File: config.mk
export PLATFORM = sky130hd
export DESIGN_NAME = pwr_mode_seq
export DESIGN_NICKNAME = d
export VERILOG_FILES = /design/src/rtl/pms_pkg.sv /design/src/rtl/pms_sync_edge.sv /design/src/rtl/pms_snooze_timer.sv /design/src/rtl/pms_wake_log.sv /design/src/rtl/pwr_mode_seq.sv
export SDC_FILE = /design/constraint.sdc
export NUM_CORES = 1
export LEC_CHECK = 0
export BUFFER_PORTS_ARGS = -buffer_cell sky130_fd_sc_hd__buf_2
export CORE_MARGIN = 1.5
export CORE_UTILIZATION = 48
export CTS_CLUSTER_DIAMETER = 100
export DETAILED_ROUTE_END_ITERATION = 8
export GPL_TIMING_DRIVEN = 0
export MAX_ROUTING_LAYER = met4
export PLACE_DENSITY = 0.8
export RECOVER_POWER = 100
export SYNTH_ARGS = -nofsm -noshare
export SYNTH_HDL_FRONTEND = slang
export SYNTH_SLANG_ARGS = --single-unit
File: constraint.sdc
create_clock -name clk -period 2.46 [get_ports clk]
set_input_delay 0.738 -clock clk [delete_from_list [all_inputs] [get_ports clk]]
set_output_delay 0.738 -clock clk [all_outputs]
set_load 0.02 [all_outputs]
File: src/rtl/pms_pkg.sv
package pms_pkg;
  localparam int WAKE_W = 13;

  typedef enum logic [2:0] {
    PM_ACTIVE  = 3'd0,
    PM_SLEEP   = 3'd1,
    PM_STANDBY = 3'd2,
    PM_SNOOZE  = 3'd3,
    PM_DEEP    = 3'd4,
    PM_OFF     = 3'd5
  } pm_mode_e;

  // always-on GPIO, RTC, comparator, always-on timer
  localparam logic [WAKE_W-1:0] DEEP_SRC = 13'h1FC0;
  // plus UART (5), WLAN (3), power-domain GPIO (1), general timer 0 (0)
  localparam logic [WAKE_W-1:0] FULL_SRC = 13'h1FEB;

  function automatic logic [WAKE_W-1:0] src_allow(pm_mode_e m);
    case (m)
      PM_DEEP:                       src_allow = DEEP_SRC;
      PM_SLEEP, PM_STANDBY, PM_SNOOZE: src_allow = FULL_SRC;
      default:                       src_allow = '0;
    endcase
  endfunction

  function automatic logic pwm_allow(pm_mode_e m);
    pwm_allow = (m == PM_SLEEP) || (m == PM_STANDBY) || (m == PM_SNOOZE);
  endfunction
endpackage

File: src/rtl/pms_sync_edge.sv
module pms_sync_edge #(
  parameter int W = 14
) (
  input  logic         clk,
  input  logic         rst_n,
  input  logic [W-1:0] d_in,
  output logic [W-1:0] rise
);
  logic [W-1:0] s1_q, s2_q, s3_q;

  always_ff @(posedge clk or negedge rst_n) begin
    if (!rst_n) begin
      s1_q <= '0;
      s2_q <= '0;
      s3_q <= '0;
    end else begin
      s1_q <= d_in;
      s2_q <= s1_q;
      s3_q <= s2_q;
    end
  end

  assign rise = s2_q & ~s3_q;
endmodule

File: src/rtl/pms_snooze_timer.sv
module pms_snooze_timer #(
  parameter int PW = 16,
  parameter int WW = 8
) (
  input  logic          clk,
  input  logic          rst_n,
  input  logic          run,
  input  logic [PW-1:0] period,
  input  logic [WW-1:0] window,
  output logic          win
);
  logic [PW-1:0] cnt_q, cnt_d;
  logic [WW-1:0] wc_q, wc_d;
  logic          in_q, in_d;

  always_comb begin
    cnt_d = cnt_q;
    wc_d  = wc_q;
    in_d  = in_q;
    if (!run) begin
      cnt_d = period;
      wc_d  = '0;
      in_d  = 1'b0;
    end else if (!in_q) begin
      if (cnt_q == '0) begin
        in_d = 1'b1;
        wc_d = window;
      end else begin
        cnt_d = cnt_q - 1'b1;
      end
    end else begin
      if (wc_q <= WW'(1)) begin
        in_d  = 1'b0;
        cnt_d = period;
      end else begin
        wc_d = wc_q - 1'b1;
      end
    end
  end

  always_ff @(posedge clk or negedge rst_n) begin
    if (!rst_n) begin
      cnt_q <= '0;
      wc_q  <= '0;
      in_q  <= 1'b0;
    end else begin
      cnt_q <= cnt_d;
      wc_q  <= wc_d;
      in_q  <= in_d;
    end
  end

  assign win = in_q & run;
endmodule

File: src/rtl/pms_wake_log.sv
module pms_wake_log #(
  parameter int          W     = 13,
  parameter logic [W-1:0] VALID = '1
) (
  input  logic         clk,
  input  logic         rst_n,
  input  logic [W-1:0] set_v,
  input  logic         clr_en,
  input  logic [W-1:0] clr_v,
  output logic [W-1:0] reason
);
  logic [W-1:0] reason_d;

  always_comb begin
    reason_d = reason;
    if (clr_en) reason_d = reason_d & ~clr_v;
    reason_d = (reason_d | set_v) & VALID;
  end

  always_ff @(posedge clk or negedge rst_n) begin
    if (!rst_n) reason <= '0;
    else        reason <= reason_d;
  end
endmodule

File: src/rtl/pwr_mode_seq.sv
module pwr_mode_seq
  import pms_pkg::*;
#(
  parameter int SNZ_PW = 16,
  parameter int SNZ_WW = 8
) (
  input  logic              clk,
  input  logic              rst_n,
  input  logic              chip_en,
  input  logic              req_valid,
  input  logic [2:0]        req_mode,
  input  logic [WAKE_W-1:0] wake_in,
  input  logic              wake_pwm,
  input  logic              clr_valid,
  input  logic [WAKE_W-1:0] clr_mask,
  input  logic [SNZ_PW-1:0] snz_period,
  input  logic [SNZ_WW-1:0] snz_window,
  output logic [2:0]        mode,
  output logic              cpu_clk_en,
  output logic              cpu_pwr_en,
  output logic              reboot_pulse,
  output logic              fast_reboot_pulse,
  output logic              resume_pulse,
  output logic              beacon_win,
  output logic [WAKE_W-1:0] wake_reason
);
  localparam int SYNC_W = WAKE_W + 1;

  // reset: asserted asynchronously, released after two edges
  logic [1:0] rs_q;
  logic       rst_core_n;
  always_ff @(posedge clk or negedge rst_n) begin
    if (!rst_n) rs_q <= '0;
    else        rs_q <= {rs_q[0], 1'b1};
  end
  assign rst_core_n = rs_q[1];

  logic [SYNC_W-1:0] rise_all;
  logic [WAKE_W-1:0] rise_src;
  logic              rise_pwm;

  pms_sync_edge #(.W(SYNC_W)) u_sync (
    .clk  (clk),
    .rst_n(rst_core_n),
    .d_in ({wake_pwm, wake_in}),
    .rise (rise_all)
  );
  assign rise_src = rise_all[WAKE_W-1:0];
  assign rise_pwm = rise_all[WAKE_W];

  pm_mode_e mode_q, mode_d;
  logic     rbt_q, rbt_d, frb_q, frb_d, rsm_q, rsm_d;
  logic     low_pwr, wake_ok, wake_hit;
  logic [WAKE_W-1:0] log_set;

  assign low_pwr  = (mode_q == PM_SLEEP) || (mode_q == PM_STANDBY) ||
                    (mode_q == PM_SNOOZE) || (mode_q == PM_DEEP);
  assign wake_ok  = chip_en && low_pwr;
  assign log_set  = wake_ok ? (rise_src & src_allow(mode_q)) : '0;
  assign wake_hit = wake_ok && ((|(rise_src & src_allow(mode_q))) ||
                                (rise_pwm && pwm_allow(mode_q)));

  always_comb begin
    mode_d = mode_q;
    rbt_d  = 1'b0;
    frb_d  = 1'b0;
    rsm_d  = 1'b0;
    if (!chip_en) begin
      mode_d = PM_OFF;
    end else begin
      case (mode_q)
        PM_ACTIVE: begin
          if (req_valid && (req_mode >= 3'd1) && (req_mode <= 3'd4))
            mode_d = pm_mode_e'(req_mode);
        end
        PM_OFF: begin
          mode_d = PM_ACTIVE;
          rbt_d  = 1'b1;
        end
        default: begin
          if (wake_hit) begin
            mode_d = PM_ACTIVE;
            rbt_d  = (mode_q == PM_DEEP);
            frb_d  = (mode_q == PM_STANDBY);
            rsm_d  = (mode_q == PM_SLEEP) || (mode_q == PM_SNOOZE);
          end
        end
      endcase
    end
  end

  always_ff @(posedge clk or negedge rst_core_n) begin
    if (!rst_core_n) begin
      mode_q <= PM_ACTIVE;
      rbt_q  <= 1'b0;
      frb_q  <= 1'b0;
      rsm_q  <= 1'b0;
    end else begin
      mode_q <= mode_d;
      rbt_q  <= rbt_d;
      frb_q  <= frb_d;
      rsm_q  <= rsm_d;
    end
  end

  pms_wake_log #(.W(WAKE_W), .VALID(FULL_SRC)) u_log (
    .clk   (clk),
    .rst_n (rst_core_n),
    .set_v (log_set),
    .clr_en(clr_valid),
    .clr_v (clr_mask),
    .reason(wake_reason)
  );

  logic snz_win;
  pms_snooze_timer #(.PW(SNZ_PW), .WW(SNZ_WW)) u_snz (
    .clk   (clk),
    .rst_n (rst_core_n),
    .run   (mode_q == PM_SNOOZE),
    .period(snz_period),
    .window(snz_window),
    .win   (snz_win)
  );

  assign mode              = mode_q;
  assign cpu_clk_en        = (mode_q == PM_ACTIVE);
  assign cpu_pwr_en        = (mode_q == PM_ACTIVE) || (mode_q == PM_SLEEP) ||
                             (mode_q == PM_SNOOZE);
  assign reboot_pulse      = rbt_q;
  assign fast_reboot_pulse = frb_q;
  assign resume_pulse      = rsm_q;
  assign beacon_win        = snz_win;
endmodule

==> flow_results.xml <==
<?xml version="1.0" encoding="UTF-8"?>
<metrics>
  <group name="grt">
    <metric name="gr-usage-all-layers" unit="%">22.5</metric>
    <metric name="grt_start_max_net_pins" unit="">59</metric>
    <metric name="vias_in_the_first_global_route" unit="">2740</metric>
    <metric name="initial_antenna_violation_count" unit="">0</metric>
    <metric name="grt_first_pass_wirelength" unit="mm">12.8</metric>
    <metric name="grt_overflow_total" unit="">0</metric>
  </group>
  <group name="routing">
    <metric name="route.detailed.drc" unit="">0</metric>
    <metric name="avgViaCountPerCell" unit="">5.57</metric>
    <metric name="wl_per_cell" unit="microns">15.0</metric>
    <metric name="drt_iter0_markers" unit="">140</metric>
    <metric name="route.antenna.remaining_nets" unit="">0</metric>
    <metric name="routed_wirelength" unit="mm">7.73</metric>
    <metric name="detail_route.first_pass.iterations" unit="">4</metric>
    <metric name="vias" unit="">2876</metric>
  </group>
  <group name="logic_synthesis">
    <metric name="synth_seq_area_share" unit="%">58.2</metric>
    <metric name="post_synth_main_area_contributors" unit="">dfrtp_1 (58%), nand2_1 (3.4%), a21oi_1 (2.9%)</metric>
    <metric name="share_of_the_synthesized_area_in_the_top_cell_type" unit="%">58.2</metric>
    <metric name="synth_enable_flop_cells" unit="">0</metric>
    <metric name="postSynth.topFlopCell" unit="">dfrtp_1</metric>
    <metric name="postSynth.asyncResetShare" unit="%">100</metric>
    <metric name="synth-warning-count" unit="">0</metric>
    <metric name="postSynthCellCount" unit="">325</metric>
    <metric name="library_cell_occupying_the_most_area_in_the_post_synthesis_netlist" unit="">dfrtp_1</metric>
    <metric name="postSynthRegisterBits" unit="">80</metric>
    <metric name="synth.distinct_cells" unit="">55</metric>
    <metric name="synthesis.area_per_instance" unit="sq um">10.6</metric>
    <metric name="syn_area" unit="sq um">3440</metric>
  </group>
  <group name="sta">
    <metric name="tightest_slew" unit="ps">812</metric>
    <metric name="finalHoldViolations" unit="">0</metric>
    <metric name="setup_viol" unit="">0</metric>
    <metric name="final_critical_path_share_of_the_clock_period" unit="%">95.5</metric>
    <metric name="slew_headroom" unit="%">45.9</metric>
    <metric name="clock.fmax" unit="GHz">0.426</metric>
    <metric name="period_needed" unit="ps">2350</metric>
    <metric name="hold-worst-slack" unit="ps">158</metric>
    <metric name="report.final.slew_viol_count" unit="">0</metric>
    <metric name="setup_skew" unit="ps">10.7</metric>
  </group>
  <group name="place">
    <metric name="i_o_buffers" unit="">74</metric>
    <metric name="finalWeightedCongestion" unit="">0.898</metric>
    <metric name="dpl.cell_count" unit="">497</metric>
    <metric name="place_hpwl" unit="mm">5.47</metric>
  </group>
  <group name="floorplan">
    <metric name="core_outline_area" unit="sq um">6870</metric>
    <metric name="initial_utilization" unit="%">50.1</metric>
    <metric name="fp.dieArea" unit="sq um">7690</metric>
    <metric name="std_cell_rows" unit="">30</metric>
    <metric name="fp.dieH" unit="microns">87.7</metric>
    <metric name="ioPinCount" unit="">81</metric>
    <metric name="floorplan.die.width" unit="microns">87.7</metric>
  </group>
  <group name="power">
    <metric name="switching_share" unit="%">24.4</metric>
    <metric name="share_clk_of_total_power" unit="%">38.9</metric>
    <metric name="p_int" unit="uW">2060</metric>
    <metric name="power.switching" unit="uW">664</metric>
    <metric name="final_total_pwr" unit="uW">2720</metric>
    <metric name="power.ir.vdd_worst" unit="uV">437</metric>
    <metric name="sequentialPowerShare" unit="%">52.5</metric>
    <metric name="power.static_leakage" unit="uW">0.00192</metric>
    <metric name="power.share.combinational" unit="%">8.6</metric>
    <metric name="power_per_cell_area" unit="nW/um^2">645</metric>
  </group>
  <group name="finish">
    <metric name="layout.filler_cells" unit="">585</metric>
    <metric name="final-instance-count-excl-fill" unit="">516</metric>
    <metric name="final_layout_size_suffix_gt1_share" unit="%">23.8</metric>
    <metric name="finalCoreUtilization" unit="%">61.5</metric>
    <metric name="antennaDiodeCount" unit="">0</metric>
    <metric name="layout-area-overhead-vs-synth" unit="%">22.6</metric>
    <metric name="num-nets-final" unit="">477</metric>
  </group>
  <group name="worst_setup_path">
    <metric name="max_stage_delay" unit="ps">390</metric>
    <metric name="cp.buffers_inverters" unit="">2</metric>
    <metric name="crit_arrival" unit="ps">1610</metric>
    <metric name="setup.worst_path.class" unit="">flip-flop to output pin</metric>
    <metric name="critical-path-slowest-cell" unit="">dfrtp_1</metric>
    <metric name="delay_heaviest_family_cp" unit="">simple AND/OR/NAND/NOR gates</metric>
    <metric name="worstSetupEndpointType" unit="">output pin</metric>
    <metric name="cp_cell_sequence" unit="">clkbuf_1, nand3b_1, nor2_1, buf_2</metric>
    <metric name="crit_path_max_fanout" unit="">10</metric>
    <metric name="startpoint_type" unit="">flip-flop</metric>
    <metric name="worstPathRequired" unit="ps">1720</metric>
  </group>
  <group name="clock_tree">
    <metric name="tritoncts.num_buffers" unit="">9</metric>
    <metric name="clock-sinks" unit="">80</metric>
    <metric name="cts_buffer_depth" unit="">2</metric>
    <metric name="clkSlewWorstSetupHoldPaths" unit="ps">80</metric>
    <metric name="tritoncts" unit="">done</metric>
    <metric name="clk_latency" unit="ps">360</metric>
    <metric name="htree_num_levels" unit="">3</metric>
    <metric name="root_buffer" unit="">clkbuf_8</metric>
  </group>
  <group name="hold_path">
    <metric name="hp-class" unit="">input port to asynchronous set/reset pin</metric>
  </group>
  <group name="outcome">
    <metric name="outcome" unit="">finished clean</metric>
  </group>
  <group name="run">
    <metric name="number_of_violations_of_the_max_capacitance_limit" unit="">0</metric>
  </group>
</metrics>
## worst reg2reg max path, delay by kind of cell, from the launching register on
kind	cells	cell delay, ps
simple gates	3	1210
flops	1	420
compound gates	1	260
buf+inv	2	320
## flip-flops by register name (all words and copies together), names as in the netlist
signal	cells
u_sync.s2_q	12
u_snz.in_q	1
u_snz.wc_q	8
mode	3
resume_pulse	1
u_sync.s1_q	12
u_log.reason	11
u_sync.s3_q	12
reboot_pulse	1
fast_reboot_pulse	1
rs_q	2
u_snz.cnt_q	16
## through the flow
step | instance area, sq um | worst slack [ps] | TNS (ps)
finish | 4220 | 111 | 0
global route | 4220 | -0.223 | -0.223
detailed placement | 3970 | -141 | -722
CTS | 4200 | 9.20 | 0
global placement | 3940 | -737 | -57680
floorplan | 3450 | 67.0 | 0
## cell families (layout without fill, tap and decap cells)
group,count (synthesis),after routing,synth area share [%]
adders and majority gates,3,3,1.09
other,2,3,0.218
AOI/OAI and AO/OA,94,94,18.8
xor gates and xnor gates,1,1,0.254
and+or+nand+nor,115,115,17.8
DFF,80,80,58.2
buffers and inverters,30,124,3.71
## worst paths after layout
check                                   to  slack [ps]  depth (start not counted)      startpoint
max                             beacon_win         110                          4         mode[2]
min reg2reg                 u_sync.s1_q[1]         340                          0         rs_q[1]
min                                rs_q[0]         160                          1           rst_n
min in group clk            u_sync.s2_q[7]         350                          0  u_sync.s1_q[7]
max reg2reg                u_snz.cnt_q[15]         120                          6  u_snz.cnt_q[3]
max in group asynchronous   u_snz.cnt_q[1]         800                          1         rs_q[1]
## placed cells by master, fill, tap and decap left out, types with 3 or more instances in the layout
| master | instances |
|---|---|
| dfrtp_1 | 80 |
| buf_2 | 56 |
| nand2_1 | 30 |
| clkbuf_1 | 28 |
| a21oi_1 | 20 |
| o21ai_0 | 18 |
| nor3_1 | 16 |
| nor2b_1 | 12 |
| a22o_1 | 11 |
| nor2_1 | 11 |
| or3_1 | 10 |
| inv_1 | 9 |
| clkbuf_8 | 9 |
| buf_4 | 7 |
| or4_1 | 6 |
| clkbuf_2 | 5 |
| nor4_1 | 5 |
| nand3_1 | 4 |
| o211ai_1 | 4 |
| a31oi_1 | 4 |
| o22ai_1 | 4 |
| and3_1 | 3 |
| o41ai_1 | 3 |
| o31ai_1 | 3 |
| o311ai_0 | 3 |
| conb_1 | 3 |
## per-layer routing
metal  wire [microns]  vias to the layer above  global-route usage [%]
li1                 -                     1378                       -
met1             3480                     1401                    29.8
met2             3700                       85                    33.8
met3              377                       12                    4.05
met4              174                        0                    10.2
met5                0                        -                       -
## area by class of cell
cell class | instances | area [sq um] | share of cell area, %
inverter | 10 | 37.5 | 0.889
tap | 96 | 120 | 2.85
clock inverter | 6 | 91.3 | 2.16
multi-input combinational | 216 | 1360 | 32.2
clock buffer | 10 | 128 | 3.02
sequential | 80 | 2000 | 47.4
timing repair buffer | 80 | 392 | 9.28
buffer | 18 | 93.8 | 2.22
## timing repair
action	in CTS	in global routing
setup endpoints to repair	14	25
setup buffers	0	5
hold buffers	0	0
gates resized for setup	4	15
## Yosys cell counts, drive strengths merged (3+ instances only)
library cell	n
dfrtp	80
nand2	31
a21oi	20
o21ai	20
nor3	17
nor2	13
clkbuf	12
nor2b	12
a22o	11
or3	11
inv	10
buf	8
or4	6
a31oi	5
nor4	5
nand3	4
o211ai	4
o22ai	4
o311ai	4
and3	3
ha	3
o31ai	3
o41ai	3
## power by group through the flow
stage	registers, uW	clock network, uW	logic [uW]
2_1_floorplan	1490	0	96.9
3_3_place_gp	1470	0	216
6_report	1430	1060	235
3_5_place_dp	1460	0	245
5_1_grt	1440	1150	260
4_1_cts	1430	1090	245
(Power assumes the default switching activity.)
